$ cat src/rtl/serial_rx_pkg.sv
package serial_rx_pkg;

  typedef enum logic [2:0] {
    ST_IDLE,
    ST_START,
    ST_DATA,
    ST_PAR,
    ST_STOP
  } rx_state_t;

  typedef enum logic [1:0] {
    PAR_NONE     = 2'b00,
    PAR_EVEN     = 2'b01,
    PAR_ODD      = 2'b10,
    PAR_NONE_ALT = 2'b11
  } par_mode_t;

  function automatic logic par_used(input logic [1:0] m);
    return (m == PAR_EVEN) || (m == PAR_ODD);
  endfunction

endpackage

$ cat src/rtl/serial_rx_sync.sv
module serial_rx_sync #(
  parameter int STAGES = 2
) (
  input  logic clk,
  input  logic rst_n,
  input  logic d_async,
  output logic q_sync
);
  logic [STAGES-1:0] chain;

  always_ff @(posedge clk or negedge rst_n) begin
    if (!rst_n) chain <= '1;
    else        chain <= {chain[STAGES-2:0], d_async};
  end

  assign q_sync = chain[STAGES-1];
endmodule

$ cat src/rtl/serial_rx_frame.sv
module serial_rx_frame
  import serial_rx_pkg::*;
#(
  parameter int DATA_BITS = 8,
  parameter int OSR       = 16
) (
  input  logic                 clk,
  input  logic                 rst_n,
  input  logic                 line,
  input  logic                 tick,
  input  logic [1:0]           mode,
  output logic                 done,
  output logic [DATA_BITS-1:0] done_data,
  output logic                 done_perr,
  output logic                 done_ferr
);
  localparam int CW   = $clog2(OSR);
  localparam int IW   = $clog2(DATA_BITS + 1);
  localparam int HALF = OSR / 2;

  rx_state_t             st;
  logic [CW-1:0]         tcnt;
  logic [IW-1:0]         bidx;
  logic                  prev;
  logic [1:0]            mode_q;
  logic                  pbit;
  logic [DATA_BITS-1:0]  shreg;
  logic                  full_bit;
  logic                  ones_odd;

  assign full_bit = (tcnt == CW'(OSR - 1));
  assign ones_odd = (^shreg) ^ pbit;

  always_ff @(posedge clk or negedge rst_n) begin
    if (!rst_n) begin
      st        <= ST_IDLE;
      tcnt      <= '0;
      bidx      <= '0;
      prev      <= 1'b1;
      mode_q    <= PAR_NONE;
      pbit      <= 1'b0;
      shreg     <= '0;
      done      <= 1'b0;
      done_data <= '0;
      done_perr <= 1'b0;
      done_ferr <= 1'b0;
    end else begin
      done <= 1'b0;
      if (tick) begin
        prev <= line;
        unique case (st)
          ST_IDLE: begin
            if (prev && !line) begin
              st     <= ST_START;
              tcnt   <= '0;
              mode_q <= mode;
              pbit   <= 1'b0;
            end
          end
          ST_START: begin
            if (tcnt == CW'(HALF - 1)) begin
              tcnt <= '0;
              bidx <= '0;
              st   <= line ? ST_IDLE : ST_DATA;
            end else begin
              tcnt <= tcnt + 1'b1;
            end
          end
          ST_DATA: begin
            if (full_bit) begin
              tcnt  <= '0;
              shreg <= {line, shreg[DATA_BITS-1:1]};
              if (bidx == IW'(DATA_BITS - 1))
                st <= par_used(mode_q) ? ST_PAR : ST_STOP;
              else
                bidx <= bidx + 1'b1;
            end else begin
              tcnt <= tcnt + 1'b1;
            end
          end
          ST_PAR: begin
            if (full_bit) begin
              tcnt <= '0;
              pbit <= line;
              st   <= ST_STOP;
            end else begin
              tcnt <= tcnt + 1'b1;
            end
          end
          ST_STOP: begin
            if (full_bit) begin
              tcnt      <= '0;
              st        <= ST_IDLE;
              done      <= 1'b1;
              done_data <= shreg;
              done_ferr <= !line;
              unique case (mode_q)
                PAR_EVEN: done_perr <= ones_odd;
                PAR_ODD:  done_perr <= !ones_odd;
                default:  done_perr <= 1'b0;
              endcase
            end else begin
              tcnt <= tcnt + 1'b1;
            end
          end
          default: st <= ST_IDLE;
        endcase
      end
    end
  end
endmodule

$ cat src/rtl/serial_rx_hold.sv
module serial_rx_hold #(
  parameter int DATA_BITS = 8
) (
  input  logic                 clk,
  input  logic                 rst_n,
  input  logic                 in_done,
  input  logic [DATA_BITS-1:0] in_data,
  input  logic                 in_perr,
  input  logic                 in_ferr,
  output logic                 valid,
  input  logic                 ready,
  output logic [DATA_BITS-1:0] data,
  output logic                 perr,
  output logic                 ferr,
  output logic                 overrun
);
  logic accept;
  logic blocked;

  assign accept  = valid && ready;
  assign blocked = valid && !ready;

  always_ff @(posedge clk or negedge rst_n) begin
    if (!rst_n) begin
      valid   <= 1'b0;
      data    <= '0;
      perr    <= 1'b0;
      ferr    <= 1'b0;
      overrun <= 1'b0;
    end else if (in_done) begin
      if (blocked) begin
        overrun <= 1'b1;
      end else begin
        valid   <= 1'b1;
        data    <= in_data;
        perr    <= in_perr;
        ferr    <= in_ferr;
        overrun <= 1'b0;
      end
    end else if (accept) begin
      valid   <= 1'b0;
      overrun <= 1'b0;
    end
  end
endmodule

$ cat src/rtl/serial_rx_core.sv
module serial_rx_core #(
  parameter int DATA_BITS   = 8,
  parameter int OSR         = 16,
  parameter int SYNC_STAGES = 2
) (
  input  logic                 clk,
  input  logic                 rst_n,
  input  logic                 rxd,
  input  logic                 sample_tick,
  input  logic [1:0]           parity_mode,
  output logic                 out_valid,
  input  logic                 out_ready,
  output logic [DATA_BITS-1:0] out_data,
  output logic                 out_par_err,
  output logic                 out_frm_err,
  output logic                 out_overrun
);
  logic                 line_s;
  logic                 frm_done;
  logic [DATA_BITS-1:0] frm_data;
  logic                 frm_perr;
  logic                 frm_ferr;

  serial_rx_sync #(.STAGES(SYNC_STAGES)) u_sync (
    .clk     (clk),
    .rst_n   (rst_n),
    .d_async (rxd),
    .q_sync  (line_s)
  );

  serial_rx_frame #(.DATA_BITS(DATA_BITS), .OSR(OSR)) u_frame (
    .clk       (clk),
    .rst_n     (rst_n),
    .line      (line_s),
    .tick      (sample_tick),
    .mode      (parity_mode),
    .done      (frm_done),
    .done_data (frm_data),
    .done_perr (frm_perr),
    .done_ferr (frm_ferr)
  );

  serial_rx_hold #(.DATA_BITS(DATA_BITS)) u_hold (
    .clk     (clk),
    .rst_n   (rst_n),
    .in_done (frm_done),
    .in_data (frm_data),
    .in_perr (frm_perr),
    .in_ferr (frm_ferr),
    .valid   (out_valid),
    .ready   (out_ready),
    .data    (out_data),
    .perr    (out_par_err),
    .ferr    (out_frm_err),
    .overrun (out_overrun)
  );
endmodule

$ cat config.mk
export PLATFORM = sky130hd
export DESIGN_NAME = serial_rx_core
export DESIGN_NICKNAME = d
export VERILOG_FILES = /design/src/rtl/serial_rx_pkg.sv /design/src/rtl/serial_rx_sync.sv /design/src/rtl/serial_rx_frame.sv /design/src/rtl/serial_rx_hold.sv /design/src/rtl/serial_rx_core.sv
export SDC_FILE = /design/constraint.sdc
export NUM_CORES = 1
export LEC_CHECK = 0
export ABC_AREA = 1
export BUFFER_PORTS_ARGS = -buffer_cell sky130_fd_sc_hd__buf_2
export CORE_MARGIN = 2
export CORE_UTILIZATION = 63
export CTS_CLUSTER_SIZE = 8
export DETAILED_ROUTE_END_ITERATION = 12
export PLACE_DENSITY = 0.83
export SYNTH_ARGS = -nofsm -noshare
export SYNTH_HDL_FRONTEND = slang
export SYNTH_SLANG_ARGS = --single-unit
$ cat constraint.sdc
create_clock -name clk -period 3.9 [get_ports clk]
set_input_delay 0.585 -clock clk [delete_from_list [all_inputs] [get_ports clk]]
set_output_delay 0.585 -clock clk [all_outputs]
set_load 0.02 [all_outputs]
==> results by group, run 1 <==
Timing
  • Final Slew Violations: 0
  • Slew @ Worst Pin: 1.02 ns
  • Crit path time final: 1.66 ns
  • Setup Skew: 0.0171 ns
  • Relative slew margins: 31.8%
  • Unrepaired setup endpoints after global routing: no
  • Fmax: 0.601 GHz
  • Final Hold Viols: 0
  • Final WS setup: 2.24 ns
  • Final period util: 42.7%
  • Fin Setup TNS: 0 ns
  • Final setup vio count: 0

Worst hold path
  • Worst hold start: rxd
  • Hold WC Path Type: in -> reg
  • Hold Path Stages: 1
  • Worst hold path endpoint: u_sync.chain[0]$_DFF_PN1_

Global routing
  • Overall routing resource usage: 23.5%
  • Largest net degree at the start of global routing: 49
  • First-pass GRT wire length: 7440 um
  • Total congestion overflow: 0
  • Vias in the first global route: 1688
  • Initial antenna violation count: 0

Detailed routing
  • DR WL met2: 1820 um
  • DR WL/cell: 11.7 um
  • Post-DRT Antenna Nets: 0
  • Detailed Routing Iterations Pass 1: 5
  • DR iter-0 viols: 131
  • Total Wirelength: 3920 um
  • Met3 WL post-DR: 183 um
  • Vias per cell: 5.11
  • Remaining DRCs: 0
  • M1 WL: 1870 um
  • Highest Signal Layer: met4
  • Routed via count: 1718

Outcome
  • Outcome: complete, no violations

Placement
  • DP Worst Slack: 2.21 ns
  • PortBufs: 18
  • DP HPWL: 2850 um
  • Placer Congestion: 0.865

CTS
  • CTS Buf Count: 5
  • Bufs on Longest Clock Path: 2
  • Post-CTS Hold Buffers: 0
  • H-tree depth: 2
  • Clk pin slew, worst setup/hold paths: 0.14 ns
  • Clk_lat worst skew: 0.36 ns
  • CTS tree: yes
  • Root buf cell: clkbuf_4
  • Cts repair resizes: 0
  • Post-CTS setup buffers: 0
  • CTS Sinks: 48

Cells and area
  • Number of diodes: 0
  • Area of the multi-input gates: 876 um2
  • Storage cell area: 1200 um2
  • Total Nets Final: 300
  • Synthesis-to-finish area growth: 7.79%
  • Layout filler cell count: 266
  • Layout cell share with drive strength beyond 1: 14.5%

Setup path
  • R2R setup slack: 2.24 ns
  • CP peak stage delay: 0.42 ns
  • RR Endpoint: u_frame.done_perr$_DFFE_PN0P_
  • Top delay family on crit path: simple AND/OR/NAND/NOR gates
  • Crit-path slowest cell: dfrtp_1
  • Crit path cell chain: ha_1 > nand3_1 > nor2_1 > nand2_1 > inv_1 > nand3_1 > nand2_1
  • Worst EP arrival: 1.94 ns
  • Setup CP Type: reg -> reg
  • CP endpoint kind: register
  • Worst-path maximum fanout: 20
  • Worst endpoint required time: 4.17 ns
  • RR Startpoint: u_frame.tcnt[0]$_DFFE_PN0P_
  • Worst path buffer plus inverter count: 1
  • Register-to-Register Path Depth: 7
  • Startpoint types: register

Die
  • Die width: 63.7 um
  • Die Y: 63.7 um
  • Core ar.: 3390 um2
  • Top Ports: 19
  • Total die area: 4060 um2
  • Initial cell density of the core: 66.3%
  • # rows: 21

Synth
  • Ys async rst share: 100%
  • Synthesis Warnings: 0
  • Cell taking the most area after synthesis: dfrtp_1
  • Number of synthesized register bits: 48
  • Top post-synthesis cells by count: nand2_1, dfrtp_1, inv_1, o21ai_0
  • Cells after Synth: 270
  • Top-count cell post-synth: nand2_1
  • Syn Area/Cell: 8.32 um2
  • Sequential share of the synthesized area: 53.6%
  • Syn Nets: 281
  • Yosys cell types: 29
  • Synthesized area: 2250 um2
  • Top cells by area, synth: dfrtp_1, nand2_1, o21ai_0
  • Prevailing post-synth register cell: dfrtp_1
  • Post-synth EDFFs: 0
  • Share of the synthesized area in the top cell type: 50.1%

Power
  • Pwr Density: 480 nW/um2
  • Power Total: 0.00116 W
  • Peak supply drop: 0.284 mV
  • Leak: 1.28 nW

Flow run
  • Max-cap violations: 0
==> power breakdown <==
group,internal (W),switching [W],total [W]
Combinational,0.000108,0.000213,0.000321
Sequential,0.000545,0.0000536,0.000599
Clock,0.0000877,0.000154,0.000242
Total,0.000741,0.000421,0.00116
==> stage by stage <==
step           instance area (um2)  hold slack, ns  utilization [%]  cells
3_5_place_dp                  2360           0.349             69.5    328
4_1_cts                       2420           0.303             71.5    336
3_3_place_gp                  2360           0.346             69.5    328
5_1_grt                       2420           0.295             71.5    336
2_1_floorplan                 2250           0.289                -    270
6_report                      2420           0.319             71.5    336
==> metal layers <==
metal | global-route usage, % | vias to the layer above
li1 | - | 890
met1 | 31.9 | 779
met2 | 38.2 | 45
met3 | 4.29 | 4
met4 | 8.15 | 0
met5 | 0 | -
==> cells by family (layout without fill, tap and decap cells) <==
kind of cell | count (synthesis) | in the layout | share of synthesized area, %
AOI/OAI and AO/OA | 43 | 43 | 10.6
xor gates and xnor gates | 2 | 2 | 0.780
adders and majority gates | 4 | 4 | 2.23
buffers and inverters | 40 | 60 | 7.40
DFF | 48 | 48 | 53.6
and+or+nand+nor | 133 | 133 | 25.3
==> state kept, by name, summed over array words and instances (netlist names), 2 cells and up <==
register,cells
u_frame.bidx,4
u_frame.done_data,8
u_frame.mode_q,2
u_frame.shreg,8
u_frame.st,3
u_frame.tcnt,4
u_hold.data,8
u_sync.chain,2
==> how the worst max path moves through the flow <==
stage / endpoint / cells after the start / slack [ns] / from
global route: u_frame.done_perr$_DFFE_PN0P_ / 7 / 2.04 / u_frame.tcnt[0]$_DFFE_PN0P_
global placement: u_frame.done_perr$_DFFE_PN0P_ / 7 / 2.29 / sample_tick
CTS: u_frame.done_perr$_DFFE_PN0P_ / 7 / 2.23 / u_frame.tcnt[0]$_DFFE_PN0P_
finish: u_frame.done_perr$_DFFE_PN0P_ / 7 / 2.24 / u_frame.tcnt[0]$_DFFE_PN0P_
floorplan: u_frame.bidx[3]$_DFFE_PN0P_ / 8 / 2.52 / u_frame.tcnt[0]$_DFFE_PN0P_
detailed placement: u_hold.overrun$_DFFE_PN0P_ / 6 / 2.21 / out_ready
==> layout make-up <==
class,instances,area share (%)
Clock inverter,2,0.620
Inverter,34,5.27
Clock buffer,6,2.12
Tap cell,46,2.38
Timing Repair Buffer,18,3.72
Sequential cell,48,49.7
Multi-Input combinational cell,182,36.2
==> cell usage in the layout, fill, tap and decap left out, types with 3 or more instances in the layout <==
cell	count
nand2_1	95
buf_2	18
o21ai_1	4
inv_1	33
a21oi_1	5
nand3_1	13
dfrtp_1	45
ha_1	4
nor2_1	13
clkbuf_4	5
o21ai_0	27
dfstp_2	3
==> worst register-to-register path, delay by kind of cell, from the launching register on <==
kind	cells	cell delay (ns)
adders and majority gates	1	0.23
buffers and inverters	1	0.13
DFF	1	0.42
and+or+nand+nor	5	0.81
Power figures use the tool's default switching activity.
==> inputs of run 2 (changes only) <==
- ABC_AREA: 1 -> 0
- CORE_UTILIZATION: 63 -> 58
- PLACE_DENSITY: 0.83 -> 0.78
- clock period: 3.9 -> 1.7 ns (I/O delays scaled with it)
==> results by group, run 2 <==
Timing
  • Setup Skew: 0.00307 ns (was 0.0171 ns)
  • Final Hold Viols: 0 (unchanged)
  • Final WS setup: -0.232 ns (was 2.24 ns)
  • Final Slew Violations: 0 (unchanged)
  • Slew @ Worst Pin: 0.589 ns (was 1.02 ns)
  • Fin Setup TNS: -0.770 ns (was 0 ns)
  • Final period util: 114% (was 42.7%)
  • Fmax: 0.517 GHz (was 0.601 GHz)
  • Crit path time final: 1.93 ns (was 1.66 ns)
  • Relative slew margins: 60.8% (was 31.8%)
  • Unrepaired setup endpoints after global routing: yes (was no)
  • Final setup vio count: 7 (was 0)

Cells and area
  • Commonest non-fill, non-tap cell in the layout: dfrtp_1 (was nand2_1)
  • Layout cell share with drive strength beyond 1: 49.6% (was 14.5%)
  • Synthesis-to-finish area growth: 28.4% (was 7.79%)
  • Commonest cells after routing, fill and taps aside: dfrtp_1, mux2_2, buf_4 (was nand2_1, dfrtp_1, inv_1)
  • Layout Cells excl Fill: 278 (was 336)
  • Number of diodes: 0 (unchanged)
  • Total Nets Final: 240 (was 300)
  • Layout filler cell count: 232 (was 266)
  • Regs by FF count: u_frame.done_data x8, u_frame.shreg x8, u_hold.data x8 (unchanged)
  • Final core occ: 77.1% (was 71.5%)

Setup path
  • Setup CP Type: reg -> reg (unchanged)
  • Top delay family on crit path: simple AND/OR/NAND/NOR gates (unchanged)
  • Crit-path slowest cell: or4b_4 (was dfrtp_1)
  • Worst endpoint required time: 1.93 ns (was 4.17 ns)
  • CP peak stage delay: 0.48 ns (was 0.42 ns)
  • CP endpoint kind: register (unchanged)
  • Worst path buffer plus inverter count: 0 (was 1)
  • Crit path cell chain: ha_2 > nand2_2 > or4b_4 > a21o_1 > or4_4 > o21ai_1 (was ha_1 > nand3_1 > nor2_1 > nand2_1 > inv_1 > nand3_1 > nand2_1)
  • Worst EP arrival: 2.16 ns (was 1.94 ns)
  • Startpoint types: register (unchanged)
  • Worst-path maximum fanout: 2 (was 20)

Worst hold path
  • Hold WC Path Type: in -> async (was in -> reg)

Synth
  • Cells after Synth: 177 (was 270)
  • Top post-synthesis cells by count: dfrtp_1, mux2_2, nand2_1 (was nand2_1, dfrtp_1, inv_1, o21ai_0)
  • Share of the synthesized area in the top cell type: 51.6% (was 50.1%)
  • Number of synthesized register bits: 48 (unchanged)
  • Cell taking the most area after synthesis: dfrtp_1 (unchanged)
  • Syn Nets: 188 (was 281)
  • Yosys cell types: 39 (was 29)
  • Ys async rst share: 100% (unchanged)
  • Synthesized area: 2180 um2 (was 2250 um2)
  • Top-count cell post-synth: dfrtp_1 (was nand2_1)
  • Top cells by area, synth: dfrtp_1, mux2_2, dfstp_2 (was dfrtp_1, nand2_1, o21ai_0)
  • Prevailing post-synth register cell: dfrtp_1 (unchanged)
  • Sequential share of the synthesized area: 55.2% (was 53.6%)
  • Post-synth EDFFs: 0 (unchanged)
  • Syn Area/Cell: 12.3 um2 (was 8.32 um2)
  • Synthesis Warnings: 0 (unchanged)

Global routing
  • Largest net degree at the start of global routing: 49 (unchanged)
  • First-pass GRT wire length: 7340 um (was 7440 um)
  • Met2 GRT Util: 42.7% (was 38.2%)
  • Initial antenna violation count: 0 (unchanged)
  • Total congestion overflow: 0 (unchanged)
  • Vias in the first global route: 1532 (was 1688)
  • Overall routing resource usage: 23.3% (was 23.5%)
  • M3 GR Usage: 6.34% (was 4.29%)
  • Most Crowded Layer GR: met2 (unchanged)
  • Met1 GRT Util: 25.7% (was 31.9%)

Detailed routing
  • Post-DRT Antenna Nets: 0 (unchanged)
  • Routed via count: 1593 (was 1718)
  • DR iter-0 viols: 137 (was 131)
  • Vias per cell: 5.73 (was 5.11)
  • Total Wirelength: 4800 um (was 3920 um)
  • Detailed Routing Iterations Pass 1: 4 (was 5)
  • DR WL/cell: 17.2 um (was 11.7 um)
  • Remaining DRCs: 0 (unchanged)

Die
  • Initial cell density of the core: 60.0% (was 66.3%)
  • Die width: 65.3 um (was 63.7 um)
  • Core ar.: 3630 um2 (was 3390 um2)
  • # rows: 22 (was 21)
  • Total die area: 4270 um2 (was 4060 um2)
  • Top Ports: 19 (unchanged)
  • Die Y: 65.3 um (was 63.7 um)

Power
  • Peak supply drop: 0.951 mV (was 0.284 mV)
  • Leak: 1.40 nW (was 1.28 nW)
  • Pwr Density: 1440 nW/um2 (was 480 nW/um2)

CTS
  • Post-CTS Hold Buffers: 0 (unchanged)
  • CTS Sinks: 48 (unchanged)
  • Clk_lat worst skew: 0.30 ns (was 0.36 ns)
  • Bufs on Longest Clock Path: 2 (unchanged)
  • CTS Buf Count: 5 (unchanged)
  • CTS tree: yes (unchanged)
  • H-tree depth: 2 (unchanged)
  • Clk pin slew, worst setup/hold paths: 0.09 ns (was 0.14 ns)
  • Root buf cell: clkbuf_8 (was clkbuf_4)

Placement
  • PortBufs: 18 (unchanged)
  • DP HPWL: 3040 um (was 2850 um)
  • Placer Congestion: 0.965 (was 0.865)
  • DP Cell Count: 262 (was 328)

Outcome
  • Failing checks: setup timing
  • Outcome: complete, but fails checks (was complete, no violations)

Flow run
  • Max-cap violations: 0 (unchanged)
==> run 2: changes by cell type after synthesis, moves of 3 or more <==
cell	before	now
nand2_1	95	10
mux2_2	0	31
inv_1	33	7
o21ai_0	27	7
nand3_1	13	3
nor2_1	13	7
nand2b_1	0	4
nor2b_1	0	4
xnor2_1	0	4
a22o_1	0	3
==> run 2: path summary, 6_finish.rpt <==
check                                            start                           to  slack, ns  depth (start not counted)
max                        u_frame.tcnt[1]$_DFFE_PN0P_  u_frame.bidx[2]$_DFFE_PN0P_      -0.23                          6
min                                              rst_n     u_hold.valid$_DFFE_PN0P_       0.04                          2
max reg2reg                u_frame.tcnt[1]$_DFFE_PN0P_  u_frame.bidx[2]$_DFFE_PN0P_      -0.23                          6
min reg2reg                  u_sync.chain[0]$_DFF_PN1_    u_sync.chain[1]$_DFF_PN1_       0.37                          0
max in group asynchronous                        rst_n    u_frame.st[2]$_DFFE_PN0P_       1.27                          2
min in group clk                                   rxd    u_sync.chain[0]$_DFF_PN1_       0.04                          1
==> run 2: routing by layer <==
metal  wire length [um]  share of wire, %
met5                  0                 0
met2               2690                56
met1               1840                38
met4                106               2.2
met3                165               3.4
==> run 2: power breakdown <==
group	total, W	internal [W]	switching (W)
Sequential	0.00150	0.00133	0.000173
Clock	0.000866	0.000481	0.000385
Combinational	0.00166	0.000867	0.000792
==> run 2: logic make-up (layout without fill, tap and decap cells) <==
family                   after synthesis  after routing  synth area share, %
AND/OR/NAND/NOR                       44             44                 11.4
adder cells (fa/ha/maj)                5              5                 2.75
buffers and inverters                 12             65                 2.07
multiplexers                          33             33                 16.9
XOR/XNOR                               8              8                 3.84
AO/OA/AOI/OAI                         27             27                 7.75
flip-flops                            48             48                 55.2
==> run 2: metrics by stage <==
| stage | power [W] | hold WS (ns) | area, um2 | setup slack (ns) |
|---|---|---|---|---|
| after floorplan | 0.00227 | -0.0406 | 2190 | -0.211 |
| final | 0.00403 | 0.0353 | 2800 | -0.232 |
| after detailed placement | 0.00277 | 0.356 | 2500 | -0.184 |
| after global routing | 0.00424 | 0.0262 | 2800 | -0.287 |
| after CTS | 0.00374 | 0.0431 | 2670 | -0.174 |
| after global placement | 0.00270 | 0.348 | 2500 | -0.119 |
==> run 2: worst register-to-register path, cell delays in order, from the launching register on <==
cell     delay, ns
dfrtp_1       0.37
ha_2          0.20
nand2_2       0.06
or4b_4        0.48
a21o_1        0.18
or4_4         0.43
o21ai_1       0.15
==> run 2: cell type report <==
type | count | area [um2] | share of cell area (%)
clock buffer | 6 | 82.6 | 2.95
clock inverter | 2 | 38.8 | 1.39
inverter | 7 | 32.5 | 1.16
multi-input combinational | 117 | 1040 | 37.1
sequential | 48 | 1200 | 43.0
tap | 48 | 60.1 | 2.14
timing repair buffer | 50 | 342 | 12.2
==> run 2: what timing repair did <==
item,CTS,global route
setup endpoints to repair,13,19
pin swaps,5,10
buffers inserted,3,5
resized for setup,10,20
